[src/rtl/hrs_pkg.sv]
package hrs_pkg;

    typedef enum logic [1:0] {
        RD_ALL     = 2'd0,
        RD_HITS    = 2'd1,
        RD_MASK    = 2'd2,
        RD_ALL_ALT = 2'd3
    } rd_mode_t;

    typedef enum logic [2:0] {
        ST_IDLE,
        ST_ARMED,
        ST_HELD,
        ST_SCAN,
        ST_DONE,
        ST_PARKED
    } hrs_state_t;

    localparam int CTRL_ADDR = 0;
    localparam int MASK_BASE = 2;

endpackage

[src/rtl/hrs_cfg_regs.sv]
module hrs_cfg_regs
    import hrs_pkg::*;
#(
    parameter int NCH   = 64,
    parameter int CFG_W = 32,
    parameter int AW    = 2
) (
    input  logic             clk,
    input  logic             rst_n,
    input  logic             we,
    input  logic [AW-1:0]    addr,
    input  logic [CFG_W-1:0] wdata,
    output rd_mode_t         mode_o,
    output logic             nbr_en_o,
    output logic [NCH-1:0]   mask_o
);
    localparam int NWORDS = NCH / CFG_W;

    always_ff @(posedge clk) begin
        if (!rst_n) begin
            mode_o   <= RD_ALL;
            nbr_en_o <= 1'b0;
        end else if (we && addr == AW'(CTRL_ADDR)) begin
            mode_o   <= rd_mode_t'(wdata[1:0]);
            nbr_en_o <= wdata[2];
        end
    end

    for (genvar w = 0; w < NWORDS; w++) begin : g_mask_word
        always_ff @(posedge clk) begin
            if (!rst_n) begin
                mask_o[w*CFG_W +: CFG_W] <= '0;
            end else if (we && addr == AW'(MASK_BASE + w)) begin
                mask_o[w*CFG_W +: CFG_W] <= wdata;
            end
        end
    end

endmodule

[src/rtl/hrs_hit_latch.sv]
module hrs_hit_latch #(
    parameter int NCH = 64,
    parameter int CW  = 7
) (
    input  logic           clk,
    input  logic           rst_n,
    input  logic           capture,
    input  logic           clear,
    input  logic [NCH-1:0] disc,
    output logic [NCH-1:0] pattern_o,
    output logic [CW-1:0]  count_o
);
    always_ff @(posedge clk) begin
        if (!rst_n || clear) begin
            pattern_o <= '0;
        end else if (capture) begin
            pattern_o <= pattern_o | disc;
        end
    end

    always_comb begin
        count_o = '0;
        for (int i = 0; i < NCH; i++) begin
            count_o = count_o + CW'(pattern_o[i]);
        end
    end

endmodule

[src/rtl/hrs_sel_build.sv]
module hrs_sel_build
    import hrs_pkg::*;
#(
    parameter int NCH = 64
) (
    input  logic [NCH-1:0] hits,
    input  rd_mode_t       mode,
    input  logic           nbr_en,
    input  logic [NCH-1:0] mask,
    output logic [NCH-1:0] sel_o
);
    logic [NCH-1:0] widened;

    // Shifts fill with zero, so neither end wraps around.
    always_comb begin
        widened = hits;
        if (nbr_en) begin
            widened = hits | (hits << 1) | (hits >> 1);
        end
    end

    always_comb begin
        unique case (mode)
            RD_HITS:    sel_o = widened;
            RD_MASK:    sel_o = mask;
            RD_ALL,
            RD_ALL_ALT: sel_o = '1;
            default:    sel_o = '1;
        endcase
    end

endmodule

[src/rtl/hrs_pick.sv]
module hrs_pick #(
    parameter int NCH = 64,
    parameter int IW  = 6
) (
    input  logic [NCH-1:0] pend,
    output logic [IW-1:0]  idx_o,
    output logic           any_o,
    output logic           single_o
);
    always_comb begin
        idx_o = '0;
        for (int i = NCH - 1; i >= 0; i--) begin
            if (pend[i]) begin
                idx_o = IW'(i);
            end
        end
    end

    assign any_o    = |pend;
    assign single_o = any_o && ((pend & (pend - NCH'(1))) == '0);

endmodule

[src/rtl/hit_readout_sel.sv]
module hit_readout_sel
    import hrs_pkg::*;
#(
    parameter int NCH   = 64,
    parameter int CFG_W = 32
) (
    input  logic                       clk,
    input  logic                       rst_n,
    input  logic [NCH-1:0]             disc_hit_i,
    input  logic                       arm_i,
    input  logic                       trig_i,
    input  logic                       start_i,
    input  logic                       clr_i,
    input  logic                       cfg_we_i,
    input  logic [$clog2(MASK_BASE + NCH/CFG_W)-1:0] cfg_addr_i,
    input  logic [CFG_W-1:0]           cfg_wdata_i,
    input  logic                       idx_ready_i,
    output logic [$clog2(NCH)-1:0]     idx_o,
    output logic                       idx_valid_o,
    output logic                       idx_last_o,
    output logic                       done_o,
    output logic [NCH-1:0]             hit_pattern_o,
    output logic [$clog2(NCH+1)-1:0]   hit_count_o
);
    localparam int IW = $clog2(NCH);
    localparam int CW = $clog2(NCH + 1);
    localparam int AW = $clog2(MASK_BASE + NCH / CFG_W);

    hrs_state_t     state, nxt;
    rd_mode_t       mode;
    logic           nbr_en;
    logic [NCH-1:0] mask;
    logic [NCH-1:0] sel;
    logic [NCH-1:0] pend;
    logic [IW-1:0]  pick_idx;
    logic           pick_any, pick_single;
    logic           accept;

    hrs_cfg_regs #(.NCH(NCH), .CFG_W(CFG_W), .AW(AW)) u_cfg (
        .clk      (clk),
        .rst_n    (rst_n),
        .we       (cfg_we_i),
        .addr     (cfg_addr_i),
        .wdata    (cfg_wdata_i),
        .mode_o   (mode),
        .nbr_en_o (nbr_en),
        .mask_o   (mask)
    );

    hrs_hit_latch #(.NCH(NCH), .CW(CW)) u_hits (
        .clk       (clk),
        .rst_n     (rst_n),
        .capture   (state == ST_ARMED),
        .clear     (state == ST_PARKED && clr_i),
        .disc      (disc_hit_i),
        .pattern_o (hit_pattern_o),
        .count_o   (hit_count_o)
    );

    hrs_sel_build #(.NCH(NCH)) u_sel (
        .hits   (hit_pattern_o),
        .mode   (mode),
        .nbr_en (nbr_en),
        .mask   (mask),
        .sel_o  (sel)
    );

    hrs_pick #(.NCH(NCH), .IW(IW)) u_pick (
        .pend     (pend),
        .idx_o    (pick_idx),
        .any_o    (pick_any),
        .single_o (pick_single)
    );

    assign accept = (state == ST_SCAN) && idx_ready_i && pick_any;

    // State register
    always_ff @(posedge clk) begin
        if (!rst_n) begin
            state <= ST_IDLE;
        end else begin
            state <= nxt;
        end
    end

    // Next-state logic
    always_comb begin
        nxt = state;
        unique case (state)
            ST_IDLE:   if (arm_i)   nxt = ST_ARMED;
            ST_ARMED:  if (trig_i)  nxt = ST_HELD;
            ST_HELD:   if (start_i) nxt = (sel == '0) ? ST_DONE : ST_SCAN;
            ST_SCAN:   if (accept && pick_single) nxt = ST_DONE;
            ST_DONE:   nxt = ST_PARKED;
            ST_PARKED: if (clr_i)   nxt = ST_IDLE;
            default:   nxt = ST_IDLE;
        endcase
    end

    // Pending selection: loaded at start, one bit retired per accept
    always_ff @(posedge clk) begin
        if (!rst_n) begin
            pend <= '0;
        end else if (state == ST_HELD && start_i) begin
            pend <= sel;
        end else if (accept) begin
            pend[pick_idx] <= 1'b0;
        end
    end

    // Outputs
    always_comb begin
        idx_o       = pick_idx;
        idx_valid_o = (state == ST_SCAN) && pick_any;
        idx_last_o  = (state == ST_SCAN) && pick_single;
        done_o      = (state == ST_DONE);
    end

endmodule

[config.mk]
export PLATFORM = sky130hd
export DESIGN_NAME = hit_readout_sel
export DESIGN_NICKNAME = d
export VERILOG_FILES = /design/src/rtl/hrs_pkg.sv /design/src/rtl/hrs_cfg_regs.sv /design/src/rtl/hrs_hit_latch.sv /design/src/rtl/hrs_sel_build.sv /design/src/rtl/hrs_pick.sv /design/src/rtl/hit_readout_sel.sv
export SDC_FILE = /design/constraint.sdc
export NUM_CORES = 1
export LEC_CHECK = 0
export BUFFER_PORTS_ARGS = -buffer_cell sky130_fd_sc_hd__buf_2
export CAP_MARGIN = 20
export CORE_ASPECT_RATIO = 1.2
export CORE_MARGIN = 4
export CORE_UTILIZATION = 45
export CTS_CLUSTER_DIAMETER = 40
export DETAILED_ROUTE_END_ITERATION = 6
export GPL_TIMING_DRIVEN = 0
export MAX_ROUTING_LAYER = met4
export PLACE_DENSITY = 0.65
export SLEW_MARGIN = 40
export SYNTH_ARGS = -nofsm -noshare
export SYNTH_HDL_FRONTEND = slang
export SYNTH_SLANG_ARGS = --single-unit
[constraint.sdc]
create_clock -name clk -period 13.9 [get_ports clk]
set_clock_uncertainty 0.15 [all_clocks]
set_input_delay 2.085 -clock clk [delete_from_list [all_inputs] [get_ports clk]]
set_output_delay 2.085 -clock clk [all_outputs]
set_load 0.02 [all_outputs]
==> results_dict.tcl <==
set metrics [dict create \
    status "finished clean" \
    ir_drop_v 0.000356 \
    ys_ff_latch 198 \
    cts.sinks 198 \
    setup_viol 0 \
    clk_pin_slew_ns 0.08 \
    grt_antenna_before_repair 0 \
    worstHoldPathType "flop to flop" \
    whs_path_depth 2 \
    track_usage_pct 37.5 \
    die-width_um 163 \
    postCtsSetupRepairBufs 0 \
    relSlewSlack_pct 38.5 \
    syn-cell-area_um2 12900 \
    synth_top_cell_area_share_pct 30.7 \
    holdBufCountCts 0 \
    synth.avg_cell_area_um2 7.59 \
    netlist_instances 1700 \
    path_cells "inv_1 -> ha_1 -> inv_1 -> fa_1 -> fa_1 -> fa_1 -> fa_1 -> fa_1 -> fa_1 -> fa_1 -> fa_1 -> inv_1 -> fa_1 -> fa_1 -> a21oi_1 -> nor2_1 -> nor2_1 -> nor2b_1 -> o21ai_0 -> nand2b_1 -> buf_2" \
    cts_root_buf "clkbuf_16" \
    min_from "u_cfg.mask_o[61]$_SDFFE_PN0P_" \
    start_util_pct 46.0 \
    area_delta_synth_final_pct 15.7 \
    synth_cell_types 68 \
    synth_top_cell_by_area "dfxtp_1" \
    critPathMostFrequentCell "fa_1" \
    r2r_setup_slack_ns 9.00 \
    cts_tree "yes" \
    worstSkewPairLatency_ns 0.46 \
    synth_area_leaders "dfxtp_1 31%, fa_1 8.4%, a21oi_1 6.8%, nand2_1 5.7%, o21ai_0 5.4%" \
    route.detailed.drc 0 \
    core_um2 28100 \
    cap_violations 0 \
    layout-drive-gt1-share_pct 14.5 \
    cp.required_ns 11.66 \
    ant_nets 0 \
    numCtsBuffers 17 \
    die_h_um 194 \
    first_global_vias 13800 \
    tns_ns 0 \
    finalHoldViolCount 0 \
    nets 2084 \
    via_per_inst 6.17 \
    layout_commonest_cell "dfxtp_1" \
    start_kind "flop" \
    cts_buffer_depth 2 \
    min_to "u_cfg.mask_o[61]$_SDFFE_PN0P_" \
    power.density_nw_per_um2 246 \
    grt_pass1_wl_mm 86.8 \
    max_stage_delay_ns 0.58 \
    final_cell_mix "198 x dfxtp_1, 197 x nand2_1, 194 x buf_2, 176 x a21oi_1, 149 x nor2_1" \
    critical_path.max_fanout 6 \
    rsz0062_at_grt "false" \
    htreeDepth 4 \
    port_buffers 185 \
    reg2reg_to "state[1]$_SDFFE_PN0P_" \
    period_needed_ns 9.27 \
    max_freq_ghz 0.108 \
    synth_edf_count 0 \
    dp_hpwl_mm 47.5 \
    antennaDiodeCount 0 \
    nFillCells 2834 \
    grt_start_max_net_pins 20 \
    drv_slew 0 \
    final_cells 2297 \
    grt-ovfl-total 0 \
    endpoint_kind "primary output" \
    slowest_stage "fa_1" \
    num_rows 67 \
    p_leak_nw 6.10 \
    io_pins 186 \
    die_area_um2 31500 \
    path_class "flop to primary output" \
    reg2reg_depth 11 \
    vias 14200 \
    synth_seq_area_share_pct 30.7 \
    tightestPinTransition_ns 0.914 \
    place_inst 2265 \
    r2r-start "u_cfg.mode_o[1]$_SDFFE_PN0P_" \
    drt_iter0_markers 1522 \
    ys.flop_type "dfxtp_1" \
    syn-num-nets 1879 \
    drt-total-wl_mm 58.7 \
    wl_per_cell_um 25.5 \
    worst_ep_arrival_time_ns 7.04 \
    yosysWarnings 0 \
    finalCritPeriodShare_pct 66.7 \
    gp_congestion 1.04 \
    firstDrtPassIters 6 \
    synth-async-reset-ratio_pct 0 \
    cts_resized 0 \
]
-- final cells by class --
type | instances | area (um^2) | share of cell area [%]
Clock buffer | 17 | 425 | 2.85
Sequential cell | 198 | 3960 | 26.5
Timing Repair Buffer | 186 | 936 | 6.27
Buffer | 136 | 559 | 3.75
Inverter | 115 | 432 | 2.89
Tap cell | 379 | 474 | 3.18
Clock inverter | 15 | 138 | 0.922
Multi-Input combinational cell | 1251 | 8010 | 53.6
-- metrics by stage --
stage | utilization, % | area, um^2 | hold slack [ns] | worst slack, ns | power (W)
finish | 53.2 | 14900 | 0.322 | 4.63 | 0.00367
detailed placement | 51.2 | 14400 | 0.311 | 5.12 | 0.00316
floorplan | - | 12900 | 0.294 | 5.48 | 0.00238
CTS | 53.2 | 14900 | 0.321 | 4.61 | 0.00365
global route | 53.2 | 14900 | 0.345 | 4.34 | 0.00393
global placement | 51.0 | 14300 | 0.309 | 5.17 | 0.00312
-- worst max-delay path: cells and delay by family (launching register included) --
family / cells / cell delay (ns)
AOI/OAI and AO/OA: 2 / 0.32
adders and majority gates: 11 / 5.08
buffers and inverters: 4 / 0.33
DFF: 1 / 0.50
and+or+nand+nor: 4 / 0.36
-- per-layer routing --
metal	track usage, %	wire length, um	up-vias
li1	-	-	6436
met1	42.6	21500	6741
met2	63.7	29000	791
met3	5.24	4080	211
met4	19.8	4090	0
met5	-	0	-
-- sequential cells by signal, summed over array words and instances, names as in the netlist --
name	cells
pend	64
state	3
u_cfg.mask_o	64
u_cfg.mode_o	2
u_cfg.nbr_en_o	1
u_hits.pattern_o	64
-- cells by family (layout without fill, tap and decap cells) --
group | after synthesis | count (layout) | share of synthesized area (%)
AOI/OAI and AO/OA | 590 | 590 | 28.8
and+or+nand+nor | 581 | 581 | 22.1
buffers and inverters | 251 | 469 | 7.68
DFF | 198 | 198 | 30.7
adders and majority gates | 75 | 75 | 10.4
xor gates and xnor gates | 4 | 4 | 0.271
muxes | 1 | 1 | 0.0775
-- power by group --
part,internal [W],switching (W)
logic,0.000869,0.00159
clock network,0.000237,0.000254
registers,0.000623,0.0000974
total,0.00173,0.00194
-- cell usage after synthesis, types with 7 or more instances --
cell        n
dfxtp_1   198
nand2_1   197
a21oi_1   176
nor2_1    149
o21ai_0   138
inv_1     115
clkbuf_1  111
a21boi_0   68
fa_1       54
nand3_1    46
nor3_1     46
a211oi_1   34
a31oi_1    21
nand2b_1   21
o211ai_1   20
ha_1       19
o21a_1     19
nor4_1     17
or4_1      16
and3_1     15
nand4_1    12
nor2b_1    11
a31o_2     10
buf_1      10
or2_2      10
a221oi_1    9
buf_2       9
o31ai_1     9
o22ai_1     8
or3_1       8
nor4_2      7
o21bai_1    7
o221ai_1    7
o41ai_1     7
-- worst max path at each step --
| stage | to | cells after the start | slack (ns) | startpoint |
|---|---|---|---|---|
| floorplan | hit_count_o[6] | 20 | 5.48 | u_hits.pattern_o[1]$_SDFFE_PP0P_ |
| global placement | hit_count_o[6] | 21 | 5.17 | u_hits.pattern_o[1]$_SDFFE_PP0P_ |
| detailed placement | hit_count_o[6] | 21 | 5.12 | u_hits.pattern_o[1]$_SDFFE_PP0P_ |
| CTS | hit_count_o[6] | 21 | 4.61 | u_hits.pattern_o[1]$_SDFFE_PP0P_ |
| global route | hit_count_o[6] | 21 | 4.34 | u_hits.pattern_o[1]$_SDFFE_PP0P_ |
| finish | hit_count_o[6] | 21 | 4.63 | u_hits.pattern_o[1]$_SDFFE_PP0P_ |
Power figures use the tool's default switching activity.
